--- config.mk ---
export PLATFORM = sky130hd
export DESIGN_NAME = mblk_agen
export DESIGN_NICKNAME = d
export VERILOG_FILES = /design/src/rtl/mblk_agen_pkg.sv /design/src/rtl/mblk_row_ctr.sv /design/src/rtl/mblk_addr_acc.sv /design/src/rtl/mblk_be_gen.sv /design/src/rtl/mblk_agen.sv
export SDC_FILE = /design/constraint.sdc
export NUM_CORES = 1
export LEC_CHECK = 0
export BUFFER_PORTS_ARGS = -buffer_cell sky130_fd_sc_hd__buf_2
export CAP_MARGIN = 40
export CORE_ASPECT_RATIO = 0.6
export CORE_MARGIN = 2
export CORE_UTILIZATION = 44
export CTS_CLUSTER_DIAMETER = 100
export DETAILED_ROUTE_END_ITERATION = 10
export GPL_TIMING_DRIVEN = 0
export PLACE_DENSITY = 0.77
export SKIP_CTS_REPAIR_TIMING = 1
export SLEW_MARGIN = 20
export SYNTH_ARGS = -nofsm -noshare
export SYNTH_HDL_FRONTEND = slang
export SYNTH_SLANG_ARGS = --single-unit
--- constraint.sdc ---
create_clock -name clk -period 3.5 [get_ports clk]
set_input_delay 0.175 -clock clk [delete_from_list [all_inputs] [get_ports clk]]
set_output_delay 0.175 -clock clk [all_outputs]
set_load 0.02 [all_outputs]
--- src/rtl/mblk_agen_pkg.sv ---
package mblk_agen_pkg;
   typedef enum logic {
      DIR_LOAD  = 1'b0,
      DIR_STORE = 1'b1
   } xfer_dir_e;
endpackage

--- src/rtl/mblk_row_ctr.sv ---
module mblk_row_ctr #(
   parameter int ROW_W = 10
) (
   input  logic             clk,
   input  logic             rst_n,
   input  logic             load,
   input  logic [ROW_W-1:0] load_rows_m1,
   input  logic             step,
   output logic             busy,
   output logic             last
);
   logic [ROW_W-1:0] remain_q;

   always_ff @(posedge clk) begin
      if (!rst_n) begin
         remain_q <= '0;
         busy     <= 1'b0;
      end else if (load) begin
         remain_q <= load_rows_m1;
         busy     <= 1'b1;
      end else if (step) begin
         if (last) busy <= 1'b0;
         else      remain_q <= remain_q - 1'b1;
      end
   end

   assign last = (remain_q == '0);

   // the count only changes by loading while idle or stepping
   assert_load_idle_R2: assert property (@(posedge clk) disable iff (!rst_n)
      load |-> !busy);
   assert_hold_count_R2: assert property (@(posedge clk) disable iff (!rst_n)
      busy && !step |=> remain_q == $past(remain_q));
endmodule

--- src/rtl/mblk_addr_acc.sv ---
module mblk_addr_acc #(
   parameter int ADDR_W = 32
) (
   input  logic              clk,
   input  logic              rst_n,
   input  logic              load,
   input  logic [ADDR_W-1:0] load_base,
   input  logic [ADDR_W-1:0] load_pitch,
   input  logic              step,
   output logic [ADDR_W-1:0] addr
);
   logic [ADDR_W-1:0] pitch_q;

   always_ff @(posedge clk) begin
      if (!rst_n) begin
         addr    <= '0;
         pitch_q <= '0;
      end else if (load) begin
         addr    <= load_base;
         pitch_q <= load_pitch;
      end else if (step) begin
         addr    <= addr + pitch_q;
      end
   end

   // each issued row moves the address by the stored pitch
   assert_addr_step_R4: assert property (@(posedge clk) disable iff (!rst_n)
      step && !load |=> addr == $past(addr) + $past(pitch_q));
endmodule

--- src/rtl/mblk_be_gen.sv ---
module mblk_be_gen #(
   parameter int LANES      = 4,
   parameter int ELEM_BYTES = 4,
   parameter int LANE_W     = $clog2(LANES),
   parameter int BE_W       = LANES * ELEM_BYTES
) (
   input  logic [LANE_W-1:0] width_m1,
   output logic [BE_W-1:0]   be
);
   for (genvar l = 0; l < LANES; l++) begin : g_lane
      assign be[l*ELEM_BYTES +: ELEM_BYTES] =
         {ELEM_BYTES{(LANE_W'(l) <= width_m1)}};
   end

   // mask is a contiguous run from bit 0
   always_comb begin
      assert_be_shape_R8: assert ($onehot0(be + 1'b1) && be[ELEM_BYTES-1:0] == '1);
   end
endmodule

--- src/rtl/mblk_agen.sv ---
module mblk_agen
   import mblk_agen_pkg::*;
#(
   parameter int ADDR_W     = 32,
   parameter int LANES      = 4,
   parameter int ELEM_BYTES = 4,
   parameter int MAX_ROWS   = 1024,
   parameter int ROW_W      = $clog2(MAX_ROWS),
   parameter int LANE_W     = $clog2(LANES),
   parameter int BE_W       = LANES * ELEM_BYTES
) (
   input  logic              clk,
   input  logic              rst_n,
   input  logic              req_valid,
   output logic              req_ready,
   input  logic              req_store,
   input  logic [ADDR_W-1:0] req_base,
   input  logic [ADDR_W-1:0] req_pitch,
   input  logic [ROW_W-1:0]  req_rows_m1,
   input  logic [LANE_W-1:0] req_width_m1,
   input  logic              ldq_full,
   input  logic              sdq_empty,
   output logic              mem_valid,
   output logic              mem_write,
   output logic [ADDR_W-1:0] mem_addr,
   output logic [BE_W-1:0]   mem_be,
   output logic              busy,
   output logic              done
);
   if (LANES < 2 || (1 << LANE_W) != LANES) begin : g_bad_lanes
      $error("LANES must be a power of two, at least 2");
   end
   if ((1 << ROW_W) != MAX_ROWS) begin : g_bad_rows
      $error("MAX_ROWS must be a power of two");
   end
   if (ADDR_W < 8) begin : g_bad_addr
      $error("ADDR_W too small");
   end

   xfer_dir_e         dir_q;
   logic [LANE_W-1:0] width_q;
   logic              accept, stall, issue, last_row, done_q;

   assign req_ready = !busy;
   assign accept    = req_valid && req_ready;
   assign stall     = (dir_q == DIR_STORE) ? sdq_empty : ldq_full;
   assign issue     = busy && !stall;

   always_ff @(posedge clk) begin
      if (!rst_n) begin
         dir_q   <= DIR_LOAD;
         width_q <= '0;
         done_q  <= 1'b0;
      end else begin
         done_q <= issue && last_row;
         if (accept) begin
            dir_q   <= req_store ? DIR_STORE : DIR_LOAD;
            width_q <= req_width_m1;
         end
      end
   end

   mblk_row_ctr #(.ROW_W(ROW_W)) i_rows (
      .clk(clk), .rst_n(rst_n), .load(accept), .load_rows_m1(req_rows_m1),
      .step(issue), .busy(busy), .last(last_row)
   );

   mblk_addr_acc #(.ADDR_W(ADDR_W)) i_acc (
      .clk(clk), .rst_n(rst_n), .load(accept), .load_base(req_base),
      .load_pitch(req_pitch), .step(issue), .addr(mem_addr)
   );

   mblk_be_gen #(.LANES(LANES), .ELEM_BYTES(ELEM_BYTES), .LANE_W(LANE_W), .BE_W(BE_W)) i_be (
      .width_m1(width_q), .be(mem_be)
   );

   assign mem_valid = issue;
   assign mem_write = (dir_q == DIR_STORE);
   assign done      = done_q;

   assert_valid_busy_R5: assert property (@(posedge clk) disable iff (!rst_n)
      mem_valid |-> busy);
   assert_first_addr_R3: assert property (@(posedge clk) disable iff (!rst_n)
      $rose(busy) |-> mem_addr == $past(req_base));
   assert_stall_hold_R6: assert property (@(posedge clk) disable iff (!rst_n)
      busy && !mem_valid |=> busy && mem_addr == $past(mem_addr));
   assert_done_pulse_R9: assert property (@(posedge clk) disable iff (!rst_n)
      done |=> !done);
   assert_done_after_last_R9: assert property (@(posedge clk) disable iff (!rst_n)
      done |-> $past(mem_valid) && !busy);
endmodule

==> results of run 1 <==
## cell usage after synthesis, types with 2 or more instances
cell type | count | area share [%]
buf_6 | 4 | 0.87
nand3b_1 | 2 | 0.29
a211oi_1 | 8 | 1.2
dfxtp_1 | 79 | 31
nand3_1 | 20 | 1.9
buf_1 | 5 | 0.36
o221ai_1 | 4 | 0.68
a31oi_1 | 6 | 0.73
xor2_1 | 12 | 2.0
buf_4 | 13 | 1.9
a21oi_2 | 3 | 0.51
o21ai_0 | 26 | 2.5
o21ai_1 | 9 | 0.87
a21boi_0 | 37 | 5.4
and2_1 | 3 | 0.36
or3_1 | 8 | 0.97
and3_1 | 2 | 0.24
o211ai_1 | 18 | 2.6
inv_1 | 11 | 0.80
o31a_1 | 2 | 0.34
o21a_1 | 3 | 0.44
o31ai_1 | 2 | 0.29
buf_2 | 3 | 0.29
ha_1 | 32 | 7.8
nand2b_1 | 2 | 0.24
nand2_1 | 133 | 9.7
or4_1 | 2 | 0.29
nor2_1 | 19 | 1.4
mux2i_1 | 2 | 0.39
nor3_1 | 11 | 1.1
a21o_1 | 12 | 1.7
nand4_1 | 4 | 0.48
nor3b_1 | 2 | 0.29
o211a_1 | 21 | 4.1
clkbuf_1 | 30 | 2.2
a21oi_1 | 59 | 5.7
xnor2_1 | 16 | 2.7
nor2b_1 | 7 | 0.85
a211oi_2 | 2 | 0.48
nor3_2 | 2 | 0.39
o21bai_1 | 2 | 0.29
## where the power goes
part	internal (W)	switching (W)	leakage (nW)
clock	0.000553	0.000397	0.136
combinational	0.000283	0.000440	2.14
sequential	0.000973	0.0000685	0.652
## kinds of logic after synthesis
group                      share of synthesized area [%]
AOI/OAI and AO/OA                                  29.81
adders and majority gates                          8.143
and+or+nand+nor                                    19.58
DFF                                                30.64
muxes                                             0.6059
other                                            0.07264
xor gates and xnor gates                           4.750
buffers and inverters                              6.398
## area by class of cell
| cell class | instances | area, µm² |
|---|---|---|
| buffer | 55 | 289.0 |
| inverter | 11 | 41.29 |
| sequential | 79 | 1582 |
| tap | 160 | 200.2 |
| fill | 1086 | 5062 |
| clock buffer | 11 | 232.7 |
| timing repair buffer | 129 | 645.6 |
| clock inverter | 5 | 58.81 |
| multi-input combinational | 514 | 3262 |
## routing by layer
layer / vias to the layer above / global-route usage, %
met5: - / 0
li1: 2617 / -
met3: 20 / 6.616
met1: 2510 / 39.75
met2: 253 / 36.41
met4: 0 / 6.595
## final timing paths
check               startpoint                end  slack [ns]  cells after the start
max              i_acc.addr[0]     i_acc.addr[18]        0.54                     10
min                req_base[5]      i_acc.addr[5]        0.06                      2
max reg2reg      i_acc.addr[0]     i_acc.addr[18]        0.54                     10
min reg2reg  i_acc.pitch_q[23]  i_acc.pitch_q[23]        0.47                      2
## through the flow
step	total power [W]	util [%]	worst slack [ns]
6_report	0.002716	55.49	0.5369
3_5_place_dp	0.001769	52.93	0.6110
4_1_cts	0.002710	55.49	0.5739
2_1_floorplan	0.001541	-	0.8323
3_3_place_gp	0.001761	52.93	0.6037
5_1_grt	0.002847	55.49	0.3112
## placed cells by master (no fill, tap or decap), types with 4 or more instances in the layout
cell type / instances
a211oi_1: 8
a21boi_0: 37
a21o_1: 12
a21oi_1: 59
a31oi_1: 6
buf_1: 5
buf_2: 132
buf_4: 13
buf_6: 4
clkbuf_1: 32
clkbuf_16: 9
conb_1: 4
dfxtp_1: 79
ha_1: 32
inv_1: 11
nand2_1: 133
nand3_1: 20
nand4_1: 4
nor2_1: 19
nor2b_1: 7
nor3_1: 11
o211a_1: 21
o211ai_1: 18
o21ai_0: 26
o21ai_1: 9
o221ai_1: 4
or3_1: 8
xnor2_1: 16
xor2_1: 12
## state kept, by name (all words and copies together) (netlist names)
| register | flops |
|---|---|
| i_rows.busy | 1 |
| i_rows.remain_q | 10 |
| done | 1 |
| i_acc.pitch_q | 32 |
| mem_write | 1 |
| width_q | 2 |
| i_acc.addr | 32 |
## critical path: cells and delay by family (launching register included)
kind | cells | cell delay (ns)
and+or+nand+nor | 1 | 0.07
adders and majority gates | 2 | 0.66
xor gates and xnor gates | 1 | 0.16
AOI/OAI and AO/OA | 6 | 1.65
DFF | 1 | 0.34
==> results_dict.tcl, run 1 <==
set metrics [dict create \
    finalSetupTns_ns 0 \
    drc 0 \
    cts_htree_levels 3 \
    coreArea_mm2 0.01137 \
    crit_path_start_kind "flop" \
    status "finished, final reports clean" \
    hpwl_mm 12.32 \
    max_slew_margin_pct 55.16 \
    syn_to_final_growth_pct 22.25 \
    met2_length_mm 6.324 \
    cts_buffers 9 \
    synth_cell_type_count 59 \
    skew_ns 0.004894 \
    path_clk_slew_ns 0.06 \
    fin_crit_sh_pct 84.66 \
    detail_route.iter0.violations 584 \
    die_h_um 87.91 \
    clockRootBuffer "clkbuf_16" \
    die-area_mm2 0.01264 \
    grt_usage_pct 26.15 \
    ys_ff_latch 79 \
    insertedDiodeCount 0 \
    synth-seq-area-share_pct 30.63 \
    met1Wirelength_mm 8.000 \
    grt_pass1_wl_mm 25.19 \
    finalSetupViolations 0 \
    crit_chain "ha_1, fa_1, a21oi_1, o211ai_2, a2111oi_2, a21oi_1, a211oi_1, xnor2_1, nand2_1, a31oi_1" \
    start_util_pct 45.39 \
    worstHoldPathType "input pin to flop" \
    maxClockFrequency_ghz 0.3375 \
    hold_ws_ns 0.06194 \
    leakagePower_nw 2.931 \
    highest_layer "met4" \
    rsz0062_at_grt "no" \
    p_per_area_mw_per_mm2 430.3 \
    routedWlPerCell_um 16.80 \
    clock_latency_ns 0.35 \
    synth_edf_count 0 \
    synthArstFlopShare_pct 0 \
    die_w_um 143.8 \
    cpPeakStageDelay_ns 0.43 \
    crit_type "flop to flop" \
    post-route-cell-area_mm2 0.006311 \
    io_pins 135 \
    nets 914 \
    netlist_instances 656 \
    drive_gt1_share_pct 22.26 \
    cts.path.max_buffers 2 \
    grt_pass1_vias 4834 \
    num_vias 5400 \
    cp_data_required_time_ns 3.78 \
    cts_tree "yes" \
    finalHoldViolCount 0 \
    dr.pass1.iters 5 \
    maxCapViolCount 0 \
    grt_max_degree 14 \
    cp_common_cell "a21oi_1" \
    worstMarginPinSlew_ns 0.6726 \
    cts.sinks 79 \
    slowest_stage "a2111oi_2" \
    worstSetupEndpointType "flop" \
    num_rows 30 \
    final_antenna_net_count 0 \
    synth_flop_cell "dfxtp_1" \
    port_buffers 129 \
    dr_wl_met3_mm 1.702 \
    grt_overflow 0 \
    drt-total-wl_mm 16.20 \
    placed_cell_area_mm2 0.006020 \
    stdcell_count 964 \
    period_minus_slack_ns 2.963 \
    ir_drop_uv 261.2 \
    ys_warn_count 0 \
    gp_congestion 0.9779 \
    crit_arrival_ns 3.24 \
    critPathMaxFanout 3 \
    syn_area_mm2 0.005162 \
    finalMaxSlewViolations 0 \
    antenna_found_initial 0 \
    postSynthAreaPerCell_um2 7.870 \
    via_per_inst 5.602 \
    dp_cells 948 \
]
(Power assumes the default switching activity.)
==> run 2: changes to the inputs <==
--- a/config.mk
+++ b/config.mk
@@ -13,7 +13,7 @@
 export CTS_CLUSTER_DIAMETER = 100
 export DETAILED_ROUTE_END_ITERATION = 10
 export GPL_TIMING_DRIVEN = 0
-export PLACE_DENSITY = 0.77
+export PLACE_DENSITY = 0.8
 export SKIP_CTS_REPAIR_TIMING = 1
 export SLEW_MARGIN = 20
 export SYNTH_ARGS = -nofsm -noshare
==> constraint.sdc (replaced) <==
create_clock -name clk -period 2.66 [get_ports clk]
set_input_delay 0.133 -clock clk [delete_from_list [all_inputs] [get_ports clk]]
set_output_delay 0.133 -clock clk [all_outputs]
set_load 0.02 [all_outputs]
==> run 2 against run 1 <==
Effect of this change:
- utilization grew 1.3 points
- non-clock buffer count grew 6
- sequential power increased by 32%
- critical path depth is the same
- largest power group unchanged
- largest cell class unchanged
- global-route usage up 0.18 points
- maximum frequency increased by 15%
- clock power is 39% higher
- clock skew increased by 0.0015 ns
- first-iteration DRC count down 6.3%
- final cell count grew 0.52%
- setup slack lost 0.46 ns
==> results_dict.tcl, run 2 (synthesis results as in run 1) <==
set metrics [dict create \
    grt_max_degree 14 \
    cp.depth 10 \
    maxCapViolCount 0 \
    die_w_um 143.8 \
    coreArea_mm2 0.01137 \
    finalHoldViolCount 0 \
    post-place-ws_ns -0.1822 \
    cp_num_buf_inv 0 \
    rr_startpoint "i_acc.addr[0]" \
    period_minus_slack_ns 2.587 \
    ir_drop_uv 339.7 \
    syn_to_final_growth_pct 25.08 \
    dp_cells 948 \
    critPathMaxFanout 3 \
    hp-start "req_rows_m1[3]" \
    io_pins 135 \
    min_to "i_rows.remain_q[3]" \
    die-area_mm2 0.01264 \
    finalSetupTns_ns 0 \
    max_slew_margin_pct 52.26 \
    cts.path.max_buffers 2 \
    clock_latency_ns 0.35 \
    p_comb_share_pct 26.6 \
    cp_common_cell "a211oi_2" \
    stdcell_count 969 \
    drive_gt1_share_pct 24.60 \
    gp_congestion 0.9440 \
    crit_type "flop to flop" \
    grt_usage_pct 26.33 \
    grt_pass1_vias 4963 \
    nets 920 \
    fin_ws_ns 0.07329 \
    finalSetupViolations 0 \
    insertedDiodeCount 0 \
    fillers 1073 \
    die_h_um 87.91 \
    grt_pass1_wl_mm 25.62 \
    cts.sinks 79 \
    rr_worst_depth 10 \
    grt_overflow 0 \
    cpPeakStageDelay_ns 0.45 \
    crit_path_start_kind "flop" \
    p_per_area_mw_per_mm2 567.1 \
    cts_tree "yes" \
    status "finished, final reports clean" \
    crit_chain "ha_4, fa_2, a21oi_4, o211ai_4, a2111oi_4, a211o_2, a211oi_2, nor3_2, xor2_1, a211oi_2" \
    path_clk_slew_ns 0.06 \
    num_rows 30 \
    routedWlPerCell_um 17.15 \
    detail_route.iter0.violations 547 \
    worstMarginPinSlew_ns 0.7101 \
    drc 0 \
    slowest_stage "a2111oi_4" \
    cp_data_required_time_ns 2.93 \
    skew_ns 0.006345 \
    finalMaxSlewViolations 0 \
    worstHoldPathType "input pin to flop" \
    p_int_w 0.002477 \
    p_switching_w 0.001185 \
    antenna_found_initial 0 \
    leakagePower_nw 2.980 \
    reg_top3 "i_acc.addr x32, i_acc.pitch_q x32, i_rows.remain_q x10" \
    worstSetupEndpointType "flop" \
    num_vias 5509 \
    via_per_inst 5.685 \
    seqPwrFrac_pct 37.4 \
    mostFrequentLayoutCells "nand2_1, buf_2, dfxtp_1" \
    swShare_pct 32.37 \
    final_common_cell "nand2_1" \
    final_antenna_net_count 0 \
    dr.pass1.iters 6 \
    cts_buffers 9 \
    r2r_end "i_acc.addr[26]" \
    crit_arrival_ns 2.85 \
    port_buffers 129 \
    fin_crit_sh_pct 97.24 \
    maxClockFrequency_ghz 0.3866 \
    cts_htree_levels 3 \
    power_frac_clock_pct 36.0 \
    start_util_pct 45.39 \
    min_path_cells 2 \
    r2r_slack_ns 0.07 \
    drt-total-wl_mm 16.62 \
    clockRootBuffer "clkbuf_16" \
    path_delay_family "compound AO/OA/AOI/OAI gates" \
    hpwl_mm 12.41 \
]
run 2: changes by cell type in the layout (fill, tap and decap cells not counted), sizes merged:
cell	delta
bufinv	+1
clkinvlp	-1
buf	+5
clkinv	+1
clkbuf	-1
run 2: routing by layer:
| metal | track usage (%) | vias up | wire length [µm] |
|---|---|---|---|
| li1 | - | 2623 | - |
| met1 | 39.35 | 2557 | 7975 |
| met2 | 38.14 | 294 | 6657 |
| met3 | 6.178 | 35 | 1696 |
| met4 | 6.239 | 0 | 286 |
| met5 | 0 | - | 0 |
run 2: power by group through the flow:
stage | registers (W) | clock network, W | logic, W
floorplan | 0.00143 | 0 | 0.000600
global placement | 0.00139 | 0 | 0.000927
detailed placement | 0.00139 | 0 | 0.000939
CTS | 0.00137 | 0.00133 | 0.000946
global route | 0.00138 | 0.00138 | 0.00107
finish | 0.00137 | 0.00132 | 0.000975
run 2: cell type report:
cell class	count	area, µm²	share of cell area (%)
multi-input cells	514	3338	51.70
flip-flops and latches	79	1584	24.53
repair buffers	135	690.7	10.70
plain buffers	55	291.5	4.515
clock buffers	9	225.2	3.488
well taps	160	200.2	3.100
clock inverters	6	86.33	1.337
inverters	11	41.29	0.6394
run 2: stage by stage:
step	hold WS (ns)	power, W	utilization (%)	instance area, µm²
after floorplan	0.2772	0.002028	-	5177
after global placement	0.3745	0.002316	52.96	6023
after detailed placement	0.3779	0.002331	52.96	6023
after CTS	0.02157	0.003643	55.70	6335
after global routing	0.01548	0.003833	56.78	6457
final	0.02211	0.003662	56.78	6457
run 2: worst reg2reg max path, cell delays in order (launching register included):
cell and delay (ns):
dfxtp_2 0.35, ha_4 0.17, fa_2 0.39, a21oi_4 0.19
o211ai_4 0.12, a2111oi_4 0.45, a211o_2 0.24, a211oi_2 0.09
nor3_2 0.19, xor2_1 0.11, a211oi_2 0.22
run 2: worst max path at each step:
stage                   from        endpoint  slack, ns
2_1_floorplan  i_acc.addr[0]  i_acc.addr[26]       0.03
3_3_place_gp   i_acc.addr[0]  i_acc.addr[26]      -0.16
3_5_place_dp   i_acc.addr[0]  i_acc.addr[18]      -0.18
4_1_cts        i_acc.addr[0]  i_acc.addr[18]      -0.20
5_1_grt        i_acc.addr[0]  i_acc.addr[26]      -0.02
6_report       i_acc.addr[0]  i_acc.addr[26]       0.07
==> run 3: changes to the inputs <==
--- a/config.mk
+++ b/config.mk
@@ -5,15 +5,17 @@
 export SDC_FILE = /design/constraint.sdc
 export NUM_CORES = 1
 export LEC_CHECK = 0
-export BUFFER_PORTS_ARGS = -buffer_cell sky130_fd_sc_hd__buf_2
 export CAP_MARGIN = 40
+export CELL_PAD_IN_SITES_DETAIL_PLACEMENT = 1
+export CELL_PAD_IN_SITES_GLOBAL_PLACEMENT = 2
 export CORE_ASPECT_RATIO = 0.6
 export CORE_MARGIN = 2
-export CORE_UTILIZATION = 44
+export CORE_UTILIZATION = 33
 export CTS_CLUSTER_DIAMETER = 100
 export DETAILED_ROUTE_END_ITERATION = 10
+export DONT_BUFFER_PORTS = 1
 export GPL_TIMING_DRIVEN = 0
-export PLACE_DENSITY = 0.8
+export PLACE_DENSITY = 0.86
 export SKIP_CTS_REPAIR_TIMING = 1
 export SLEW_MARGIN = 20
 export SYNTH_ARGS = -nofsm -noshare
==> run 3 against run 2 <==
Effect of this change:
- the flow now finishes with violations (negative hold slack, negative setup slack)
- first-iteration DRC count fell by 31%
- register-to-register slack worse by 0.13 ns
- via count shrank 4.8%
- sequential power rose by 6%
- wire length up 17%
- combinational power shrank 5.8%
- non-clock buffer count down 67
- critical path depth is 1 higher
- global-route usage decreased by 3.9 points
- clock power increased by 9%
- clock skew is essentially flat
- cell area is 3.0% higher
- highest routed layer unchanged
==> results_dict.tcl, run 3 (synthesis results as in run 1) <==
set metrics [dict create \
    finalHoldViolCount 2 \
    cts_htree_levels 3 \
    hpwl_mm 14.37 \
    grt.busiest_layer "met2" \
    cp_data_required_time_ns 2.92 \
    ir_drop_uv 298.1 \
    skew_ns 0.006217 \
    worstHoldPathType "input pin to flop" \
    worstMarginPinSlew_ns 0.8516 \
    grt_use_met1_pct 31.44 \
    detail_route.iter0.violations 376 \
    stdcell_count 944 \
    worstSetupEndpointType "flop" \
    mostFrequentLayoutCells "nand2_1, dfxtp_1, dlygate4sd3_1" \
    grt_usage_pct 22.45 \
    maxCapViolCount 0 \
    die-area_mm2 0.01669 \
    clockRootBuffer "clkbuf_16" \
    num_rows 35 \
    seqPwrFrac_pct 38.1 \
    crit_arrival_ns 2.98 \
    grt_pass1_vias 5041 \
    dr.pass1.iters 5 \
    via_per_inst 5.555 \
    die_w_um 165.5 \
    grt_max_degree 13 \
    io_pins 135 \
    syn_to_final_growth_pct 28.82 \
    swShare_pct 32.09 \
    die_h_um 100.9 \
    critPathMaxFanout 3 \
    finalSetupViolations 3 \
    reg_top3 "i_acc.addr x32, i_acc.pitch_q x32, i_rows.remain_q x10" \
    gp_congestion 0.9088 \
    drt-total-wl_mm 19.47 \
    violations "negative hold slack, negative setup slack" \
    power_w 0.003813 \
    coreArea_mm2 0.01533 \
    drc 0 \
    final_antenna_net_count 0 \
    port_buffers 0 \
    leakagePower_nw 2.724 \
    crit_path_start_kind "flop" \
    grt_overflow 0 \
    crit_type "flop to flop" \
    cts.sinks 79 \
    p_comb_share_pct 24.1 \
    p_per_area_mw_per_mm2 573.4 \
    fin_crit_sh_pct 102.0 \
    insertedDiodeCount 0 \
    nets 853 \
    drive_gt1_share_pct 13.63 \
    p_int_w 0.002589 \
    post-place-ws_ns -0.4607 \
    grt_use_met2_pct 33.45 \
    cts_tree "yes" \
    cts_buffers 9 \
    dp_cells 862 \
    grt_use_met3_pct 6.047 \
    maxClockFrequency_ghz 0.3685 \
    cts.path.max_buffers 2 \
    start_util_pct 33.68 \
    path_clk_slew_ns 0.06 \
    num_vias 5244 \
    clock_latency_ns 0.34 \
    p_switching_w 0.001224 \
    rsz0062_at_grt "yes" \
    fin_ws_ns -0.05361 \
    final_common_cell "nand2_1" \
    finalMaxSlewViolations 0 \
    period_minus_slack_ns 2.714 \
    hold_ws_ns -0.008155 \
    antenna_found_initial 0 \
    routedWlPerCell_um 20.63 \
    grt_pass1_wl_mm 28.43 \
    max_slew_margin_pct 43.23 \
    power_frac_clock_pct 37.8 \
    status "finished, violations left" \
]
[run 3: worst max-delay path: stages, from the launching register on]
cell and delay (ns):
dfxtp_4 0.39, ha_4 0.18, fa_2 0.38, a21oi_4 0.19
o211ai_4 0.11, a2111oi_4 0.45, buf_4 0.18, a21oi_2 0.08
a211oi_2 0.23, xnor2_1 0.18, nand2_1 0.08, a31oi_1 0.18
[run 3: power by group through the flow]
stage	combinational [W]	sequential (W)	clock [W]
2_1_floorplan	0.000600	0.00143	0
3_3_place_gp	0.000750	0.00147	0
3_5_place_dp	0.000783	0.00147	0
4_1_cts	0.000790	0.00144	0.00147
5_1_grt	0.00101	0.00147	0.00152
6_report	0.000918	0.00145	0.00144
[run 3: per-layer routing]
layer	share of wire [%]	vias up
met5	0	-
met4	1.9	0
met3	6.9	26
met2	43	171
met1	48	2552
li1	-	2495
[run 3: path summary, 6_finish.rpt]
check,slack (ns),start,cells after the start,end
setup / recovery,-0.05,i_acc.addr[0],11,i_acc.addr[18]
hold reg to reg,0.47,i_acc.pitch_q[22],2,i_acc.pitch_q[22]
setup reg to reg,-0.05,i_acc.addr[0],11,i_acc.addr[18]
hold / removal,-0.008,req_base[12],2,i_acc.addr[12]
[run 3: stage by stage]
step	util, %	TNS, ns	cell area [µm²]
after global routing	43.39	-0.6934	6650
after detailed placement	35.44	-2.513	5431
after floorplan	-	0	5177
after global placement	35.44	-1.565	5431
final	43.39	-0.09636	6650
after CTS	37.62	-3.065	5766
[run 3: final cells by class]
type / instances / area, µm²
clock buffers: 10 / 239.0
fillers: 1835 / 8677
plain buffers: 55 / 294.0
well taps: 203 / 254.0
repair buffers: 68 / 658.1
clock inverters: 4 / 95.09
inverters: 11 / 41.29
multi-input cells: 514 / 3461
flip-flops and latches: 79 / 1608
